File: src/rtl/recip_est_pkg.sv
package recip_est_pkg;

    localparam int DEF_LANE_W   = 32;
    localparam int DEF_EST_BITS = 8;
    localparam int DEF_LANES    = 4;

    typedef enum logic [1:0] {
        REQ_IDLE = 2'd0,
        REQ_OK   = 2'd1,
        REQ_BAD  = 2'd2
    } req_kind_e;

    typedef struct packed {
        logic wide;
        logic dbl;
        logic valid;
    } req_ctrl_t;

    // Rounded reciprocal of (2^est_bits + idx + 0.5) / 2^(est_bits+1),
    // scaled by 2^est_bits; the caller keeps the low est_bits bits.
    function automatic int unsigned seed_frac(input int unsigned idx,
                                              input int unsigned est_bits);
        int unsigned q;
        int unsigned r;
        int unsigned s;
        q = (32'd1 << est_bits) + idx;
        r = (32'd1 << (2 * est_bits + 3)) / (2 * q + 1);
        s = (r + 1) >> 1;
        return s;
    endfunction

    function automatic req_kind_e classify(input req_ctrl_t c);
        if (!c.valid)
            return REQ_IDLE;
        else if (c.dbl)
            return REQ_BAD;
        else
            return REQ_OK;
    endfunction

endpackage

File: src/rtl/recip_seed_lane.sv
module recip_seed_lane
    import recip_est_pkg::*;
#(
    parameter int LANE_W   = DEF_LANE_W,
    parameter int EST_BITS = DEF_EST_BITS
) (
    input  logic [LANE_W-1:0] opnd,
    output logic [LANE_W-1:0] est
);
    localparam int HID = LANE_W - 1;
    localparam int PAD = LANE_W - 1 - EST_BITS;

    logic [EST_BITS-1:0] idx;
    int unsigned         s_full;

    always_comb begin
        idx    = opnd[HID-1 -: EST_BITS];
        s_full = seed_frac(32'(idx), EST_BITS);
        if (!opnd[HID])
            est = '1;
        else
            est = {1'b1, s_full[EST_BITS-1:0], {PAD{1'b0}}};
    end
endmodule

File: src/rtl/recip_vec_out_reg.sv
module recip_vec_out_reg
    import recip_est_pkg::*;
#(
    parameter int NUM_LANES = DEF_LANES,
    parameter int LANE_W    = DEF_LANE_W
) (
    input  logic                          clk,
    input  logic                          rst,
    input  req_kind_e                     kind,
    input  logic                          wide,
    input  logic [NUM_LANES*LANE_W-1:0]   est_in,
    output logic                          valid_q,
    output logic                          err_q,
    output logic [NUM_LANES*LANE_W-1:0]   data_q
);
    localparam int HALF = NUM_LANES / 2;

    always_ff @(posedge clk) begin
        if (rst) begin
            valid_q <= 1'b0;
            err_q   <= 1'b0;
        end else begin
            valid_q <= (kind == REQ_OK);
            err_q   <= (kind == REQ_BAD);
        end
    end

    for (genvar i = 0; i < NUM_LANES; i++) begin : g_lane
        localparam bit ALWAYS_ON = (i < HALF);
        always_ff @(posedge clk) begin
            if (rst)
                data_q[i*LANE_W +: LANE_W] <= '0;
            else if (kind == REQ_OK)
                data_q[i*LANE_W +: LANE_W] <= (ALWAYS_ON || wide) ?
                                              est_in[i*LANE_W +: LANE_W] : '0;
        end
    end
endmodule

File: src/rtl/recip_vec_unit.sv
module recip_vec_unit
    import recip_est_pkg::*;
#(
    parameter int NUM_LANES = DEF_LANES,
    parameter int LANE_W    = DEF_LANE_W,
    parameter int EST_BITS  = DEF_EST_BITS
) (
    input  logic                          clk,
    input  logic                          rst,
    input  logic                          in_valid,
    input  logic                          in_wide,
    input  logic                          in_dbl,
    input  logic [NUM_LANES*LANE_W-1:0]   in_data,
    output logic                          out_valid,
    output logic                          out_err,
    output logic [NUM_LANES*LANE_W-1:0]   out_data
);
    req_ctrl_t                     ctrl;
    req_kind_e                     kind;
    logic [NUM_LANES*LANE_W-1:0]   est_all;

    always_comb begin
        ctrl.valid = in_valid;
        ctrl.wide  = in_wide;
        ctrl.dbl   = in_dbl;
        kind       = classify(ctrl);
    end

    for (genvar i = 0; i < NUM_LANES; i++) begin : g_seed
        recip_seed_lane #(
            .LANE_W   (LANE_W),
            .EST_BITS (EST_BITS)
        ) u_seed (
            .opnd (in_data[i*LANE_W +: LANE_W]),
            .est  (est_all[i*LANE_W +: LANE_W])
        );
    end

    recip_vec_out_reg #(
        .NUM_LANES (NUM_LANES),
        .LANE_W    (LANE_W)
    ) u_out (
        .clk     (clk),
        .rst     (rst),
        .kind    (kind),
        .wide    (ctrl.wide),
        .est_in  (est_all),
        .valid_q (out_valid),
        .err_q   (out_err),
        .data_q  (out_data)
    );
endmodule

File: config.mk
export PLATFORM = sky130hd
export DESIGN_NAME = recip_vec_unit
export DESIGN_NICKNAME = d
export VERILOG_FILES = /design/src/rtl/recip_est_pkg.sv /design/src/rtl/recip_seed_lane.sv /design/src/rtl/recip_vec_out_reg.sv /design/src/rtl/recip_vec_unit.sv
export SDC_FILE = /design/constraint.sdc
export NUM_CORES = 1
export LEC_CHECK = 0
export ABC_AREA = 1
export ABC_CLOCK_PERIOD_IN_PS = 26900
export BUFFER_PORTS_ARGS = -buffer_cell sky130_fd_sc_hd__buf_4
export CAP_MARGIN = 10
export CELL_PAD_IN_SITES_DETAIL_PLACEMENT = 0
export CELL_PAD_IN_SITES_GLOBAL_PLACEMENT = 1
export CORE_ASPECT_RATIO = 0.8
export CORE_MARGIN = 2
export CORE_UTILIZATION = 44
export DETAILED_ROUTE_END_ITERATION = 10
export GPL_ROUTABILITY_DRIVEN = 0
export PLACE_DENSITY = 0.9
export SYNTH_ARGS = -nofsm -noshare
export SYNTH_HDL_FRONTEND = slang
export SYNTH_HIERARCHICAL = 1
export SYNTH_SLANG_ARGS = --single-unit
File: constraint.sdc
create_clock -name clk -period 26.9 [get_ports clk]
set_clock_uncertainty 0.15 [all_clocks]
set_input_delay 2.69 -clock clk [delete_from_list [all_inputs] [get_ports clk]]
set_output_delay 2.69 -clock clk [all_outputs]
set_load 0.01 [all_outputs]
==> results of run 1 <==
==> through the flow <==
| stage | cells | setup slack (ps) | cell area [sq um] |
|---|---|---|---|
| 2_1_floorplan | 6092 | 6500 | 33900 |
| 3_3_place_gp | 7066 | 2970 | 35000 |
| 3_5_place_dp | 7066 | 2670 | 35000 |
| 4_1_cts | 7098 | 3190 | 35600 |
| 5_1_grt | 7098 | 475 | 35600 |
| 6_report | 7099 | 2970 | 35600 |
==> state kept, by name (all words and copies together), names as in the netlist <==
name,flops
u_out/valid_q,1
u_out/err_q,1
u_out/data_q,128
==> worst min-delay path, cell delays in order, from the launching register on <==
cell and delay [ps]:
dfxtp_1 330, nor2_1 50, nor2_1 80
==> cells in the final DEF (no fill, tap or decap), types with 17 or more instances in the layout <==
cell type / count
nor2_2: 48
nor2_1: 593
nand2_2: 80
nand2_1: 1877
dfxtp_1: 130
o21bai_1: 60
a31oi_1: 20
fa_1: 32
inv_1: 871
nor3_1: 49
nand2_4: 29
o21ai_1: 20
nand3_1: 548
clkbuf_16: 17
a21oi_1: 212
nand4_1: 136
inv_2: 89
o21ai_0: 312
xnor2_1: 92
nor2_4: 42
nand3_2: 52
buf_4: 178
xor2_1: 152
ha_1: 304
==> metal layers <==
metal,wire length [microns],up-vias,global-route usage
met5,0,-,0
met3,5110,52,0.0382
met1,47400,15700,0.330
li1,-,19200,-
met2,36800,637,0.349
met4,969,0,0.0409
==> cell families (layout without fill, tap and decap cells) <==
| kind of cell | Yosys count | after routing | synth area share |
|---|---|---|---|
| adder cells (fa/ha/maj) | 336 | 336 | 0.131 |
| flip-flops | 130 | 130 | 0.0768 |
| XOR/XNOR | 244 | 244 | 0.0630 |
| other | 4 | 5 | 0.000443 |
| buffers and inverters | 1188 | 1171 | 0.150 |
| AND/OR/NAND/NOR | 3542 | 3542 | 0.476 |
| AO/OA/AOI/OAI | 648 | 648 | 0.103 |
==> layout make-up <==
type | instances | area share
repair buffers | 178 | 0.0375
clock buffers | 18 | 0.0120
clock inverters | 14 | 0.00470
multi-input cells | 4774 | 0.736
flip-flops and latches | 130 | 0.0730
inverters | 961 | 0.101
diodes | 1 | 0.0000702
well taps | 1023 | 0.0359
==> worst paths after layout <==
path | from | end | slack (ps)
worst min-delay path | u_out/data_q[43] | u_out/data_q[43] | 330
worst max-delay path | in_data[59] | u_out/data_q[62] | 2970
worst max register to register | u_out/data_q[106] | u_out/data_q[106] | 25970
worst min register to register | u_out/data_q[43] | u_out/data_q[43] | 330
==> results.sh, run 1 <==
export IMPL_status="complete, no violations"
export IMPL_synth_edf_count=0
export IMPL_dr_pass1_iters=6
export IMPL_io_pins=263
export IMPL_finalSetupViolCount=0
export IMPL_multiInputGateArea_sq_um=26200
export IMPL_dieWidth_microns=314
export IMPL_grt_max_degree=86
export IMPL_hold_ws_ps=334
export IMPL_path_clk_slew_ps=70
export IMPL_numPortBuffers=170
export IMPL_synth_area_per_cell_sq_um=5.56
export IMPL_initial_utilization=0.442
export IMPL_grt_pass1_wl_mm=153
export IMPL_final_core_util=0.465
export IMPL_setup_tns_ps=0
export IMPL_nNetsFinal=6531
export IMPL_hold_viol=0
export IMPL_critPathLaunchType="input port"
export IMPL_rsz0062_at_grt="no"
export IMPL_hpwl_mm=72.7
export IMPL_cts_tree="yes"
export IMPL_whs_path_depth=2
export IMPL_critPathCaptureType="flop"
export IMPL_yosysUniqueCellTypes=43
export IMPL_critPathKind="in2reg"
export IMPL_yosysTopAreaCell="nand2_1"
export IMPL_synth_area_sq_um=33900
export IMPL_synth_area_leaders="nand2_1 (21%), ha_1 (11%), inv_1 (9.7%)"
export IMPL_drc_errors=0
export IMPL_rows=91
export IMPL_hold_path_class="reg2reg"
export IMPL_cts_root_buf="clkbuf_16"
export IMPL_slowest_stage="inv_1"
export IMPL_synthArstFlopShare=0
export IMPL_fin_crit_sh=0.889
export IMPL_syn_instance_count=6092
export IMPL_syn_to_final_growth_pct=5.16
export IMPL_synth_top_area_share=0.208
export IMPL_cap_violations=0
export IMPL_cts_htree_levels=4
export IMPL_die_h_microns=252
export IMPL_yosysWarnings=6
export IMPL_drtAntennaViolNets=0
export IMPL_clk_latency_ps=490
export IMPL_cts_repair_resize_count=0
export IMPL_crit_top_cell="nand2_1"
export IMPL_antenna_found_initial=0
export IMPL_nFillCells=8267
export IMPL_cp_required_ps=27180
export IMPL_final_layout_size_suffix_gt1_frac=0.100
export IMPL_slew_limit_headroom=0.249
export IMPL_yosysSeqAreaShare=0.0768
export IMPL_cts_buffers=17
export IMPL_drt_iter0_markers=2649
export IMPL_cts_path_max_buffers=2
export IMPL_r2r_cells=4
export IMPL_cts_sink_count=130
export IMPL_crit_arrival_ps=24210
export IMPL_path_buf_inv=14
export IMPL_vias=35500
export IMPL_track_usage=0.227
export IMPL_synth_seq_cells=130
export IMPL_fmax_mhz=41.8
export IMPL_slowest_delay_ps=550
export IMPL_synth_common_cells="nand2_1 (1,878), inv_1 (873), nor2_1 (593)"
export IMPL_wirelength_mm=90.3
export IMPL_register_area_sq_um=2600
export IMPL_cp_num_cells=124
export IMPL_via_per_inst=5.01
export IMPL_die_area_sq_um=79300
export IMPL_coreArea_sq_um=76600
export IMPL_wire_per_inst_microns=12.7
export IMPL_tightest_slew_ps=1130
export IMPL_cts_setup_buffers=0
export IMPL_grt_pass1_vias=31800
export IMPL_cp_max_fo=25
export IMPL_synthFlopType="dfxtp_1"
export IMPL_synth_fp_nets=6561
export IMPL_cpLargestDelayFamily="simple AND/OR/NAND/NOR gates"
export IMPL_gr_total_overflow=0
export IMPL_finalCriticalPeriod_ps=23930
export IMPL_cts_hold_buffers=0
export IMPL_synth_most_common_cell="nand2_1"
export IMPL_report_final_slew_viol_count=0
Power of run 1 is not shown: default switching activity piles up to over one toggle a cycle in this logic, so the estimate is an artifact.
==> inputs of run 2 (changes only) <==
Settings changed: ABC_AREA 1 to default, CORE_MARGIN 2 to default, CORE_UTILIZATION 44 to 46, PLACE_DENSITY 0.9 to 0.89.
==> run 2 against run 1 <==
Hold slack got worse by 32 ps. Core utilization increased by 4.8 points. Highest routed layer unchanged. Global-route usage increased by 3.9 points. Routed wire length increased by 7.8%. Setup slack got worse by 1400 ps. Via count decreased by 2.7%. Critical endpoint is now u_out/data_q[25]. Sequential cell count unchanged. Final cell count decreased by 20%. Clock-buffer cell count decreased by 1. Critical path depth decreased by 11.
==> results.sh, run 2 <==
export IMPL_status="complete, no violations"
export IMPL_nNetsFinal=5181
export IMPL_fin_cells=5649
export IMPL_synth_common_cells="a21oi_1 (556), nand2_1 (512), nor2_1 (345)"
export IMPL_slowest_stage="or4_1"
export IMPL_die_h_microns=238
export IMPL_largestRegisters="u_out/data_q (128), u_out/err_q (1), u_out/valid_q (1)"
export IMPL_synth_fp_nets=5062
export IMPL_synthArstFlopShare=0
export IMPL_report_final_slew_viol_count=0
export IMPL_drt_iter0_markers=2878
export IMPL_antennaDiodeCount=0
export IMPL_dp_slack_ps=87.4
export IMPL_final_common_cell="a21oi_1"
export IMPL_wirelength_mm=97.3
export IMPL_dp_cells=5593
export IMPL_syn_instance_count=4593
export IMPL_grt_pass1_vias=31200
export IMPL_final_cell_mix="a21oi_1 (553), nand2_1 (508), buf_4 (345)"
export IMPL_crit_top_cell="a21oi_1"
export IMPL_via_per_inst=6.12
export IMPL_hpwl_mm=77.7
export IMPL_slowest_delay_ps=480
export IMPL_nFillCells=6916
export IMPL_path_clk_slew_ps=80
export IMPL_rows=86
export IMPL_yosysTopAreaCell="ha_1"
export IMPL_coreArea_sq_um=68900
export IMPL_numPortBuffers=170
export IMPL_cts_htree_levels=4
export IMPL_synth_most_common_cell="a21oi_1"
export IMPL_cp_max_fo=17
export IMPL_vias=34600
export IMPL_yosysSeqAreaShare=0.0813
export IMPL_fmax_mhz=39.5
export IMPL_syn_to_final_growth_pct=10.5
export IMPL_drc_errors=0
export IMPL_dieWidth_microns=297
export IMPL_critPathCaptureType="flop"
export IMPL_dr_pass1_iters=5
export IMPL_final_layout_size_suffix_gt1_frac=0.147
export IMPL_synth_seq_cells=130
export IMPL_synth_area_per_cell_sq_um=6.97
export IMPL_synth_edf_count=0
export IMPL_yosysWarnings=6
export IMPL_antenna_found_initial=0
export IMPL_top_register="u_out/data_q"
export IMPL_wire_per_inst_microns=17.2
export IMPL_yosysUniqueCellTypes=107
export IMPL_critPathKind="in2reg"
export IMPL_cts_buffers=17
export IMPL_hold_viol=0
export IMPL_synth_area_sq_um=32000
export IMPL_cts_tree="yes"
export IMPL_synth_area_leaders="ha_1 (12%), a21oi_1 (8.7%), dfxtp_1 (8.1%)"
export IMPL_initial_utilization=0.465
export IMPL_crit_arrival_ps=25580
export IMPL_grt_pass1_wl_mm=160
export IMPL_hold_path_class="reg2reg"
export IMPL_io_pins=263
export IMPL_largest_reg_flops=128
export IMPL_setup_slack_ps=1600
export IMPL_finalCriticalPeriod_ps=25300
export IMPL_slew_limit_headroom=0.252
export IMPL_synthFlopType="dfxtp_1"
export IMPL_track_usage=0.265
export IMPL_clk_latency_ps=470
export IMPL_fin_crit_sh=0.941
export IMPL_cts_root_buf="clkbuf_16"
export IMPL_cts_sink_count=130
export IMPL_cp_required_ps=27180
export IMPL_tightest_slew_ps=1120
export IMPL_cap_violations=0
export IMPL_synth_top_area_share=0.119
export IMPL_cts_path_max_buffers=2
export IMPL_critPathLaunchType="input port"
export IMPL_die_area_sq_um=70600
export IMPL_drtAntennaViolNets=0
export IMPL_grt_max_degree=83
export IMPL_finalSetupViolCount=0
export IMPL_gr_total_overflow=0
[run 2: final timing paths]
| check | to | slack, ps | cells past startpoint | start |
|---|---|---|---|---|
| setup reg to reg | u_out/data_q[7] | 26070 | 2 | u_out/data_q[7] |
| hold reg to reg | u_out/data_q[75] | 300 | 2 | u_out/data_q[75] |
| setup / recovery | u_out/data_q[25] | 1600 | 113 | in_data[23] |
| hold / removal | u_out/data_q[75] | 300 | 2 | u_out/data_q[75] |
[run 2: cell families (layout without fill, tap and decap cells)]
| kind of cell | count (synthesis) | in the layout | share of synthesized area |
|---|---|---|---|
| and+or+nand+nor | 1742 | 1742 | 0.279 |
| AOI/OAI and AO/OA | 1612 | 1612 | 0.334 |
| buffers and inverters | 453 | 585 | 0.0712 |
| adders and majority gates | 336 | 336 | 0.139 |
| xor gates and xnor gates | 236 | 236 | 0.0673 |
| DFF | 130 | 130 | 0.0813 |
| muxes | 80 | 80 | 0.0275 |
| other | 4 | 4 | 0.000469 |
[run 2: critical path, delay by kind of cell]
kind | cells | cell delay [ps]
compound gates | 60 | 12410
fa+ha+maj | 9 | 2780
buf+inv | 12 | 1840
mux | 1 | 330
simple gates | 31 | 5500
[run 2: routing by layer]
metal | GRT usage | vias to the layer above | part of all wire
met2 | 0.400 | 1081 | 0.41
met1 | 0.399 | 16200 | 0.51
met4 | 0.0508 | 0 | 0.011
met5 | 0 | - | 0
met3 | 0.0353 | 71 | 0.063
li1 | - | 17300 | -
[run 2: per-stage QoR]
step | TNS, ps | util | hold slack [ps] | instance area (sq um)
after floorplan | 0 | - | 326 | 32000
after global placement | 0 | 0.495 | 288 | 34100
after detailed placement | 0 | 0.495 | 294 | 34100
after CTS | 0 | 0.504 | 303 | 34700
after global routing | -95.4 | 0.513 | 317 | 35300
final | 0 | 0.513 | 302 | 35300
[run 2: final cells by class]
type	instances	area, sq um	area share
multi-input combinational	4010	27500	0.778
sequential	130	2600	0.0736
timing repair buffer	345	2590	0.0733
tap	924	1160	0.0327
inverter	208	880	0.0249
clock buffer	17	425	0.0120
clock inverter	15	181	0.00513
[run 2: timing repair]
item                                    in CTS  in global routing
buffers inserted                             0                 24
hold endpoints to repair                     0                  0
resized for setup                            0                118
hold buffers                                 0                  0
endpoints found under the setup margin       0                 32
Power of run 2 is left out for the same reason.
